<file path="config.mk">
export PLATFORM = sky130hd
export DESIGN_NAME = bwb_buffer
export DESIGN_NICKNAME = d
export VERILOG_FILES = /design/src/rtl/bwb_pkg.sv /design/src/rtl/bwb_bank.sv /design/src/rtl/bwb_rx_side.sv /design/src/rtl/bwb_tx_side.sv /design/src/rtl/bwb_buffer.sv
export SDC_FILE = /design/constraint.sdc
export NUM_CORES = 1
export LEC_CHECK = 0
export BUFFER_PORTS_ARGS = -buffer_cell sky130_fd_sc_hd__buf_2
export CAP_MARGIN = 20
export CORE_MARGIN = 10
export CORE_UTILIZATION = 38
export CTS_CLUSTER_DIAMETER = 50
export DETAILED_ROUTE_END_ITERATION = 8
export GPL_TIMING_DRIVEN = 0
export PLACE_DENSITY = 0.64
export SYNTH_ARGS = -nofsm -noshare
export SYNTH_HDL_FRONTEND = slang
export SYNTH_SLANG_ARGS = --single-unit
</file>
<file path="constraint.sdc">
create_clock -name clk -period 3 [get_ports clk]
set_input_delay 0.3 -clock clk [delete_from_list [all_inputs] [get_ports clk]]
set_output_delay 0.3 -clock clk [all_outputs]
set_load 0.005 [all_outputs]
</file>
<file path="src/rtl/bwb_pkg.sv">
package bwb_pkg;
  // lanes per bus word when the item is no wider than the bus
  function automatic int lanes_f(int bus_w, int data_w);
    return (bus_w > data_w) ? bus_w / data_w : 1;
  endfunction

  // bus beats per item when the item is wider than the bus
  function automatic int beats_f(int bus_w, int data_w);
    return (data_w > bus_w) ? data_w / bus_w : 1;
  endfunction

  function automatic int clog2_min1(int v);
    return (v > 1) ? $clog2(v) : 1;
  endfunction

  // word rows needed to hold a number of items
  function automatic int rows_for(int items, int lanes);
    return (items + lanes - 1) / lanes;
  endfunction
endpackage

</file>
<file path="src/rtl/bwb_bank.sv">
module bwb_bank #(
  parameter int W     = 8,
  parameter int DEPTH = 4,
  parameter int AW    = 2
) (
  input  logic          clk,
  input  logic          en,
  input  logic          we,
  input  logic [AW-1:0] addr,
  input  logic [W-1:0]  wdata,
  output logic [W-1:0]  rdata
);
  logic [W-1:0] mem [DEPTH];

  // one port: a write or a read per enabled cycle
  always_ff @(posedge clk) begin
    if (en) begin
      if (we) mem[addr] <= wdata;
      else    rdata     <= mem[addr];
    end
  end
endmodule

</file>
<file path="src/rtl/bwb_rx_side.sv">
module bwb_rx_side
  import bwb_pkg::*;
#(
  parameter int BUS_W       = 32,
  parameter int DATA_W      = 8,
  parameter int DEPTH_WORDS = 4,
  parameter int LANES       = 4,
  parameter int BPI         = 1,
  parameter int ROW_W       = 32,
  parameter int RW          = 2,
  parameter int IAW         = 4,
  parameter int CW          = 5,
  parameter int LW          = 2,
  parameter int BBW         = 1
) (
  input  logic             clk,
  input  logic             rst_n,
  input  logic [CW-1:0]    blk_items,
  input  logic             bus_in_valid,
  input  logic [BUS_W-1:0] bus_in_data,
  input  logic [LANES-1:0] bus_in_mask,
  output logic             bus_in_ready,
  input  logic             ip_rx_rd_en,
  input  logic [IAW-1:0]   ip_rx_addr,
  input  logic             ip_rx_release,
  output logic [DATA_W-1:0] ip_rx_data,
  output logic             rx_full,
  output logic [LANES-1:0] bank_we,
  output logic [LANES-1:0] bank_re,
  output logic [RW-1:0]    bank_row,
  output logic [ROW_W-1:0] bank_wdata,
  input  logic [ROW_W-1:0] bank_rdata
);
  logic             full_q;
  logic [CW-1:0]    count_q;
  logic [CW-1:0]    count_nx;
  logic [RW-1:0]    row_q;
  logic [BBW-1:0]   beat_q;
  logic [ROW_W-1:0] stage_q;
  logic [LW-1:0]    lsel_q;
  logic [LW-1:0]    rd_lane;
  logic [RW-1:0]    rd_row;
  logic             fire, last_beat, row_end, done_nx, rd_fire;

  assign fire      = bus_in_valid && !full_q;
  assign last_beat = (int'(beat_q) == BPI - 1);
  assign row_end   = fire && last_beat;
  assign count_nx  = count_q + CW'($countones(bus_in_mask));
  assign done_nx   = (int'(count_nx) >= int'(blk_items)) ||
                     (int'(row_q) == DEPTH_WORDS - 1);
  assign rd_fire   = full_q && ip_rx_rd_en;
  assign rd_lane   = LW'(int'(ip_rx_addr) % LANES);
  assign rd_row    = RW'(int'(ip_rx_addr) / LANES);

  // merge the current beat into the staged row
  always_comb begin
    bank_wdata = stage_q;
    bank_wdata[int'(beat_q)*BUS_W +: BUS_W] = bus_in_data;
  end

  always_comb begin
    for (int l = 0; l < LANES; l++) begin
      bank_we[l] = row_end && bus_in_mask[l];
      bank_re[l] = rd_fire && (int'(rd_lane) == l);
    end
  end

  assign bank_row     = full_q ? rd_row : row_q;
  assign bus_in_ready = !full_q;
  assign rx_full      = full_q;
  assign ip_rx_data   = bank_rdata[int'(lsel_q)*DATA_W +: DATA_W];

  always_ff @(posedge clk) begin
    if (!rst_n) begin
      full_q  <= 1'b0;
      count_q <= '0;
      row_q   <= '0;
      beat_q  <= '0;
      stage_q <= '0;
      lsel_q  <= '0;
    end else begin
      if (full_q) begin
        if (ip_rx_release) begin
          full_q  <= 1'b0;
          count_q <= '0;
          row_q   <= '0;
          beat_q  <= '0;
        end
      end else if (fire) begin
        if (last_beat) begin
          beat_q  <= '0;
          count_q <= count_nx;
          if (done_nx) full_q <= 1'b1;
          else         row_q  <= row_q + 1'b1;
        end else begin
          beat_q  <= beat_q + 1'b1;
          stage_q <= bank_wdata;
        end
      end
      if (rd_fire) lsel_q <= rd_lane;
    end
  end
endmodule

</file>
<file path="src/rtl/bwb_tx_side.sv">
module bwb_tx_side
  import bwb_pkg::*;
#(
  parameter int BUS_W       = 32,
  parameter int DATA_W      = 8,
  parameter int DEPTH_WORDS = 4,
  parameter int LANES       = 4,
  parameter int BPI         = 1,
  parameter int ROW_W       = 32,
  parameter int RW          = 2,
  parameter int RCW         = 3,
  parameter int IAW         = 4,
  parameter int CW          = 5,
  parameter int BBW         = 1
) (
  input  logic              clk,
  input  logic              rst_n,
  input  logic [CW-1:0]     blk_items,
  input  logic              ip_tx_wr_en,
  input  logic [IAW-1:0]    ip_tx_addr,
  input  logic [DATA_W-1:0] ip_tx_data,
  input  logic              ip_tx_send,
  output logic              tx_empty,
  input  logic              bus_out_ready,
  output logic              bus_out_valid,
  output logic [BUS_W-1:0]  bus_out_data,
  output logic [LANES-1:0]  bus_out_mask,
  output logic [LANES-1:0]  bank_we,
  output logic [LANES-1:0]  bank_re,
  output logic [RW-1:0]     bank_row,
  output logic [ROW_W-1:0]  bank_wdata,
  input  logic [ROW_W-1:0]  bank_rdata,
  output logic              issue
);
  localparam int CAP = DEPTH_WORDS * LANES;

  logic           send_q, ovalid_q;
  logic [CW-1:0]  items_q;
  logic [RCW-1:0] rows_q, rd_row_q, orow_q;
  logic [BBW-1:0] beat_q;
  logic           wr_fire, last_beat, beat_acc, row_done, can_load, final_beat;
  int             eff_items;

  assign eff_items  = (int'(blk_items) > CAP) ? CAP : int'(blk_items);
  assign wr_fire    = !send_q && ip_tx_wr_en;
  assign last_beat  = (int'(beat_q) == BPI - 1);
  assign beat_acc   = ovalid_q && bus_out_ready;
  assign row_done   = beat_acc && last_beat;
  assign can_load   = !ovalid_q || row_done;
  assign issue      = send_q && (int'(rd_row_q) < int'(rows_q)) && can_load;
  assign final_beat = row_done && (int'(orow_q) == int'(rows_q) - 1);

  always_comb begin
    for (int l = 0; l < LANES; l++) begin
      bank_we[l] = wr_fire && ((int'(ip_tx_addr) % LANES) == l);
      bank_re[l] = issue;
      bus_out_mask[l] = (int'(orow_q) * LANES + l) < int'(items_q);
    end
  end

  assign bank_wdata    = {LANES{ip_tx_data}};
  assign bank_row      = send_q ? rd_row_q[RW-1:0] : RW'(int'(ip_tx_addr) / LANES);
  assign bus_out_data  = bank_rdata[int'(beat_q)*BUS_W +: BUS_W];
  assign bus_out_valid = ovalid_q;
  assign tx_empty      = !send_q;

  always_ff @(posedge clk) begin
    if (!rst_n) begin
      send_q   <= 1'b0;
      ovalid_q <= 1'b0;
      items_q  <= '0;
      rows_q   <= '0;
      rd_row_q <= '0;
      orow_q   <= '0;
      beat_q   <= '0;
    end else if (!send_q) begin
      if (ip_tx_send && eff_items != 0) begin
        send_q   <= 1'b1;
        items_q  <= CW'(eff_items);
        rows_q   <= RCW'(rows_for(eff_items, LANES));
        rd_row_q <= '0;
      end
      ovalid_q <= 1'b0;
    end else begin
      if (issue) begin
        rd_row_q <= rd_row_q + 1'b1;
        orow_q   <= rd_row_q;
        ovalid_q <= 1'b1;
        beat_q   <= '0;
      end else if (row_done) begin
        ovalid_q <= 1'b0;
      end else if (beat_acc) begin
        beat_q <= beat_q + 1'b1;
      end
      if (final_beat) begin
        send_q   <= 1'b0;
        ovalid_q <= 1'b0;
      end
    end
  end
endmodule

</file>
<file path="src/rtl/bwb_buffer.sv">
module bwb_buffer
  import bwb_pkg::*;
#(
  parameter int BUS_W       = 32,
  parameter int DATA_W      = 8,
  parameter int DEPTH_WORDS = 4,
  localparam int LANES = lanes_f(BUS_W, DATA_W),
  localparam int CAP   = DEPTH_WORDS * LANES,
  localparam int IAW   = clog2_min1(CAP),
  localparam int CW    = $clog2(CAP + 1)
) (
  input  logic              clk,
  input  logic              rst_n,
  input  logic [CW-1:0]     blk_items,
  input  logic              bus_in_valid,
  output logic              bus_in_ready,
  input  logic [BUS_W-1:0]  bus_in_data,
  input  logic [LANES-1:0]  bus_in_mask,
  output logic              rx_full,
  input  logic              ip_rx_rd_en,
  input  logic [IAW-1:0]    ip_rx_addr,
  output logic [DATA_W-1:0] ip_rx_data,
  input  logic              ip_rx_release,
  output logic              tx_empty,
  input  logic              ip_tx_wr_en,
  input  logic [IAW-1:0]    ip_tx_addr,
  input  logic [DATA_W-1:0] ip_tx_data,
  input  logic              ip_tx_send,
  output logic              bus_out_valid,
  input  logic              bus_out_ready,
  output logic [BUS_W-1:0]  bus_out_data,
  output logic [LANES-1:0]  bus_out_mask
);
  localparam int BPI   = beats_f(BUS_W, DATA_W);
  localparam int ROW_W = LANES * DATA_W;
  localparam int RW    = clog2_min1(DEPTH_WORDS);
  localparam int RCW   = $clog2(DEPTH_WORDS + 1);
  localparam int LW    = clog2_min1(LANES);
  localparam int BBW   = clog2_min1(BPI);

  // named internal events, observed by the bound checker
  logic [LANES-1:0] rx_bank_we, rx_bank_re, tx_bank_we, tx_bank_re;
  logic [RW-1:0]    rx_row, tx_row;
  logic [ROW_W-1:0] rx_wdata, rx_rdata, tx_wdata, tx_rdata;
  logic             tx_issue;

  bwb_rx_side #(
    .BUS_W(BUS_W), .DATA_W(DATA_W), .DEPTH_WORDS(DEPTH_WORDS), .LANES(LANES),
    .BPI(BPI), .ROW_W(ROW_W), .RW(RW), .IAW(IAW), .CW(CW), .LW(LW), .BBW(BBW)
  ) rx_i (
    .clk(clk), .rst_n(rst_n), .blk_items(blk_items),
    .bus_in_valid(bus_in_valid), .bus_in_data(bus_in_data),
    .bus_in_mask(bus_in_mask), .bus_in_ready(bus_in_ready),
    .ip_rx_rd_en(ip_rx_rd_en), .ip_rx_addr(ip_rx_addr),
    .ip_rx_release(ip_rx_release), .ip_rx_data(ip_rx_data),
    .rx_full(rx_full), .bank_we(rx_bank_we), .bank_re(rx_bank_re),
    .bank_row(rx_row), .bank_wdata(rx_wdata), .bank_rdata(rx_rdata)
  );

  bwb_tx_side #(
    .BUS_W(BUS_W), .DATA_W(DATA_W), .DEPTH_WORDS(DEPTH_WORDS), .LANES(LANES),
    .BPI(BPI), .ROW_W(ROW_W), .RW(RW), .RCW(RCW), .IAW(IAW), .CW(CW), .BBW(BBW)
  ) tx_i (
    .clk(clk), .rst_n(rst_n), .blk_items(blk_items),
    .ip_tx_wr_en(ip_tx_wr_en), .ip_tx_addr(ip_tx_addr),
    .ip_tx_data(ip_tx_data), .ip_tx_send(ip_tx_send), .tx_empty(tx_empty),
    .bus_out_ready(bus_out_ready), .bus_out_valid(bus_out_valid),
    .bus_out_data(bus_out_data), .bus_out_mask(bus_out_mask),
    .bank_we(tx_bank_we), .bank_re(tx_bank_re), .bank_row(tx_row),
    .bank_wdata(tx_wdata), .bank_rdata(tx_rdata), .issue(tx_issue)
  );

  for (genvar l = 0; l < LANES; l++) begin : g_lane
    bwb_bank #(.W(DATA_W), .DEPTH(DEPTH_WORDS), .AW(RW)) rx_bank_i (
      .clk(clk), .en(rx_bank_we[l] | rx_bank_re[l]), .we(rx_bank_we[l]),
      .addr(rx_row), .wdata(rx_wdata[l*DATA_W +: DATA_W]),
      .rdata(rx_rdata[l*DATA_W +: DATA_W])
    );
    bwb_bank #(.W(DATA_W), .DEPTH(DEPTH_WORDS), .AW(RW)) tx_bank_i (
      .clk(clk), .en(tx_bank_we[l] | tx_bank_re[l]), .we(tx_bank_we[l]),
      .addr(tx_row), .wdata(tx_wdata[l*DATA_W +: DATA_W]),
      .rdata(tx_rdata[l*DATA_W +: DATA_W])
    );
  end
endmodule

</file>
==> impl_metrics.json <==
{
  "outcome": "completed",
  "place.detailed.instances": 1290,
  "dominantRegCellSynth": "sky130_fd_sc_hd__edfxtp_1",
  "syn_area_mm2": 0.0136,
  "rsz_0062_raised_after_global_routing": "no",
  "hpwl_um": 20100,
  "drive_above_1_share": 0.302,
  "synth_most_common_cell": "sky130_fd_sc_hd__edfxtp_1",
  "worst_ep_required_time_ps": 3440,
  "path_cells": "fa_1, ha_1, inv_1, fa_1, inv_1, ha_1, a21oi_1, o21ai_2, o31ai_4, mux2i_1",
  "maxClockFrequency_mhz": 359,
  "vias": 7020,
  "worst_hold_launch": "bus_in_data[7]",
  "die-height_um": 209,
  "fin_crit_ps": 2790,
  "reg2reg_from": "rx_i.count_q[1]",
  "setup.worst_path.class": "flip-flop to flip-flop",
  "clock_latency_ps": 530,
  "critPathMaxFanout": 2,
  "global_route.usage.total": 0.133,
  "synth-async-reset-ratio": 0,
  "synthesis.nets": 796,
  "timing.max_cap.violations": 0,
  "start_util": 0.383,
  "post_layout_nonfiller_instances": 1390,
  "synth_common_cells": "sky130_fd_sc_hd__edfxtp_1, sky130_fd_sc_hd__mux4_2, sky130_fd_sc_hd__nor2_1",
  "clock-skew-final_ps": 22.8,
  "min_delay_path_class": "input pin to flip-flop",
  "row_count": 69,
  "yosys.area.top_type": "sky130_fd_sc_hd__edfxtp_1",
  "die-width_um": 209,
  "r2r_setup_slack_ps": 210,
  "timing.hold.worst_endpoint": "g_lane[0].rx_bank_i.mem[3][7]",
  "overflow": 0,
  "actual_transition_at_the_worst_max_transition_pin_ps": 1090,
  "antennaDiodeCount": 0,
  "timing.rr.end": "rx_i.row_q[1]",
  "post_layout_worst_setup_margin_ps": 212,
  "yosysTopAreaCellShare": 0.706,
  "synth_cell_type_count": 51,
  "number_of_synthesized_register_bits": 347,
  "final_routed_wirelength_across_all_metal_layers_um": 29300,
  "fin_crit_sh": 0.929,
  "cts_tree": "done",
  "dp_slack_ps": -264,
  "worstSetupStartpointType": "flip-flop",
  "powerDensity_mw_per_mm2": 727,
  "drc_errors": 0,
  "finalHoldViolCount": 0,
  "dr.first_iter.drc_count": 459,
  "timing.slew.headroom": 0.268,
  "vias_in_the_first_global_route": 7405,
  "place.port_buffers": 112,
  "yosysWarnings": 0,
  "syn_to_final_growth_pct": 20.3,
  "place_area_mm2": 0.0148,
  "grt_pass1_wl_um": 44700,
  "route.detailed.vias_per_inst": 5.05,
  "cts_buffers": 38,
  "leakage_power_nw": 5.59,
  "gpl.final_weighted_congestion": 0.773,
  "timing.hold.ws_ps": 34.1,
  "count_of_flip_flops_with_a_built_in_enable_after_synthesis": 320,
  "cts_max_path_buffers": 3,
  "drt_pass1_iterations": 4,
  "cts.reportedPaths.clkPinSlew_ps": 60,
  "routed_wire_length_per_instance_um": 21.1,
  "floorplan.die_area_mm2": 0.0438,
  "number_of_cells_produced_by_synthesis": 710,
  "vdd_drop_max_mv": 0.599,
  "finalSetupViolations": 0,
  "holdPathStages": 1,
  "cts_htree_levels": 2,
  "clock-sinks": 347,
  "grt_antenna_before_repair": 0,
  "nets": 987,
  "seq_area_frac_synth": 0.746,
  "timing.final.max_slew_violations": 0,
  "syn_area_per_cell_um2": 19.2,
  "timing.critical_path.slowest_cell_delay_ps": 540,
  "clockRootBuffer": "sky130_fd_sc_hd__clkbuf_16",
  "pin_count_of_the_biggest_net_entering_global_routing": 18,
  "cp.arrival_ps": 3230,
  "final_antenna_net_count": 0,
  "finish.instance_area_mm2": 0.0164,
  "worstSetupEndpointType": "flip-flop",
  "coreArea_mm2": 0.0355,
  "ys_top_cells_by_area": "sky130_fd_sc_hd__edfxtp_1, sky130_fd_sc_hd__mux4_2, sky130_fd_sc_hd__dfxtp_1",
  "io_pins": 113,
  "rr_worst_depth": 10,
  "slowest_stage_cell_crit_path": "sky130_fd_sc_hd__fa_1"
}
## registers in the layout (all words and copies together) (netlist names)
| register | count |
|---|---|
| tx_i.beat_q | 1 |
| g_lane.rx_bank_i.mem | 128 |
| tx_i.rd_row_q | 3 |
| rx_i.rx_full | 1 |
| tx_i.orow_q | 3 |
| g_lane.tx_bank_i.rdata | 32 |
| rx_i.count_q | 5 |
| rx_i.lsel_q | 2 |
| g_lane.tx_bank_i.mem | 128 |
| tx_i.rows_q | 3 |
| g_lane.rx_bank_i.rdata | 32 |
| rx_i.row_q | 2 |
| tx_i.send_q | 1 |
| tx_i.items_q | 5 |
| tx_i.bus_out_valid | 1 |
## routing by layer
layer	vias to the layer above	part of all wire	GRT usage
met5	-	0	0
met4	0	0.022	0.0427
met3	42	0.060	0.0318
met2	190	0.47	0.208
met1	3584	0.45	0.180
li1	3204	-	-
## cells in the final DEF (no fill, tap or decap), types with 25 or more instances in the layout
cell                            instances
sky130_fd_sc_hd__buf_2                124
sky130_fd_sc_hd__clkbuf_16             38
sky130_fd_sc_hd__dfxtp_1               27
sky130_fd_sc_hd__dlygate4sd3_1         32
sky130_fd_sc_hd__edfxtp_1             320
sky130_fd_sc_hd__inv_1                 25
sky130_fd_sc_hd__mux4_2                70
sky130_fd_sc_hd__nand2_1               29
sky130_fd_sc_hd__nor2_1                45
sky130_fd_sc_hd__nor2b_1               38
## logic make-up after synthesis
family / after synthesis / synth area share
AOI/OAI and AO/OA: 48 / 0.0235
muxes: 81 / 0.128
DFF: 347 / 0.746
and+or+nand+nor: 155 / 0.0579
buffers and inverters: 52 / 0.0201
adders and majority gates: 21 / 0.0210
xor gates and xnor gates: 6 / 0.00386
## worst max-delay path by stage
| stage | from | slack [ps] | cells past startpoint | to |
|---|---|---|---|---|
| final | rx_i.count_q[1] | 210 | 10 | rx_i.row_q[1] |
| after global routing | rx_i.count_q[1] | 20 | 10 | rx_i.row_q[1] |
| after CTS | rx_i.count_q[1] | 40 | 10 | rx_i.row_q[1] |
| after detailed placement | bus_in_mask[3] | -260 | 14 | rx_i.row_q[1] |
| after global placement | bus_in_mask[2] | -240 | 14 | rx_i.row_q[0] |
| after floorplan | bus_in_mask[2] | 170 | 13 | rx_i.row_q[0] |
## timing repair
item	CTS	global route
hold buffers	32	0
hold endpoints to repair	125	0
resized for setup	0	4
buffers inserted	0	0
setup endpoints to repair	0	2
## per-stage QoR
step	setup TNS [ps]	util	total power [mW]
after global routing	0	0.461	12.4
after floorplan	0	-	6.85
after detailed placement	-606	0.417	7.42
final	0	0.461	11.9
after global placement	-562	0.415	7.37
after CTS	0	0.461	12.0
## cell type report
| class | count | area [um^2] |
|---|---|---|
| inverters | 25 | 93.8 |
| repair buffers | 151 | 926 |
| flip-flops and latches | 347 | 10100 |
| clock buffers | 42 | 966 |
| clock inverters | 26 | 262 |
| multi-input cells | 311 | 3210 |
| well taps | 461 | 577 |
| plain buffers | 27 | 179 |
| fillers | 2981 | 19100 |
## power breakdown
| group | leakage, nW | switching, mW | internal [mW] |
|---|---|---|---|
| Sequential | 3.12 | 0.0589 | 5.61 |
| Combinational | 1.88 | 0.901 | 0.769 |
| Clock | 0.594 | 1.87 | 2.69 |
## critical path: cells and delay by family, from the launching register on
| family | cells | cell delay, ps |
|---|---|---|
| adder cells (fa/ha/maj) | 4 | 1490 |
| AO/OA/AOI/OAI | 3 | 560 |
| flip-flops | 1 | 330 |
| multiplexers | 1 | 210 |
| buffers and inverters | 2 | 110 |
(Power assumes the default switching activity.)
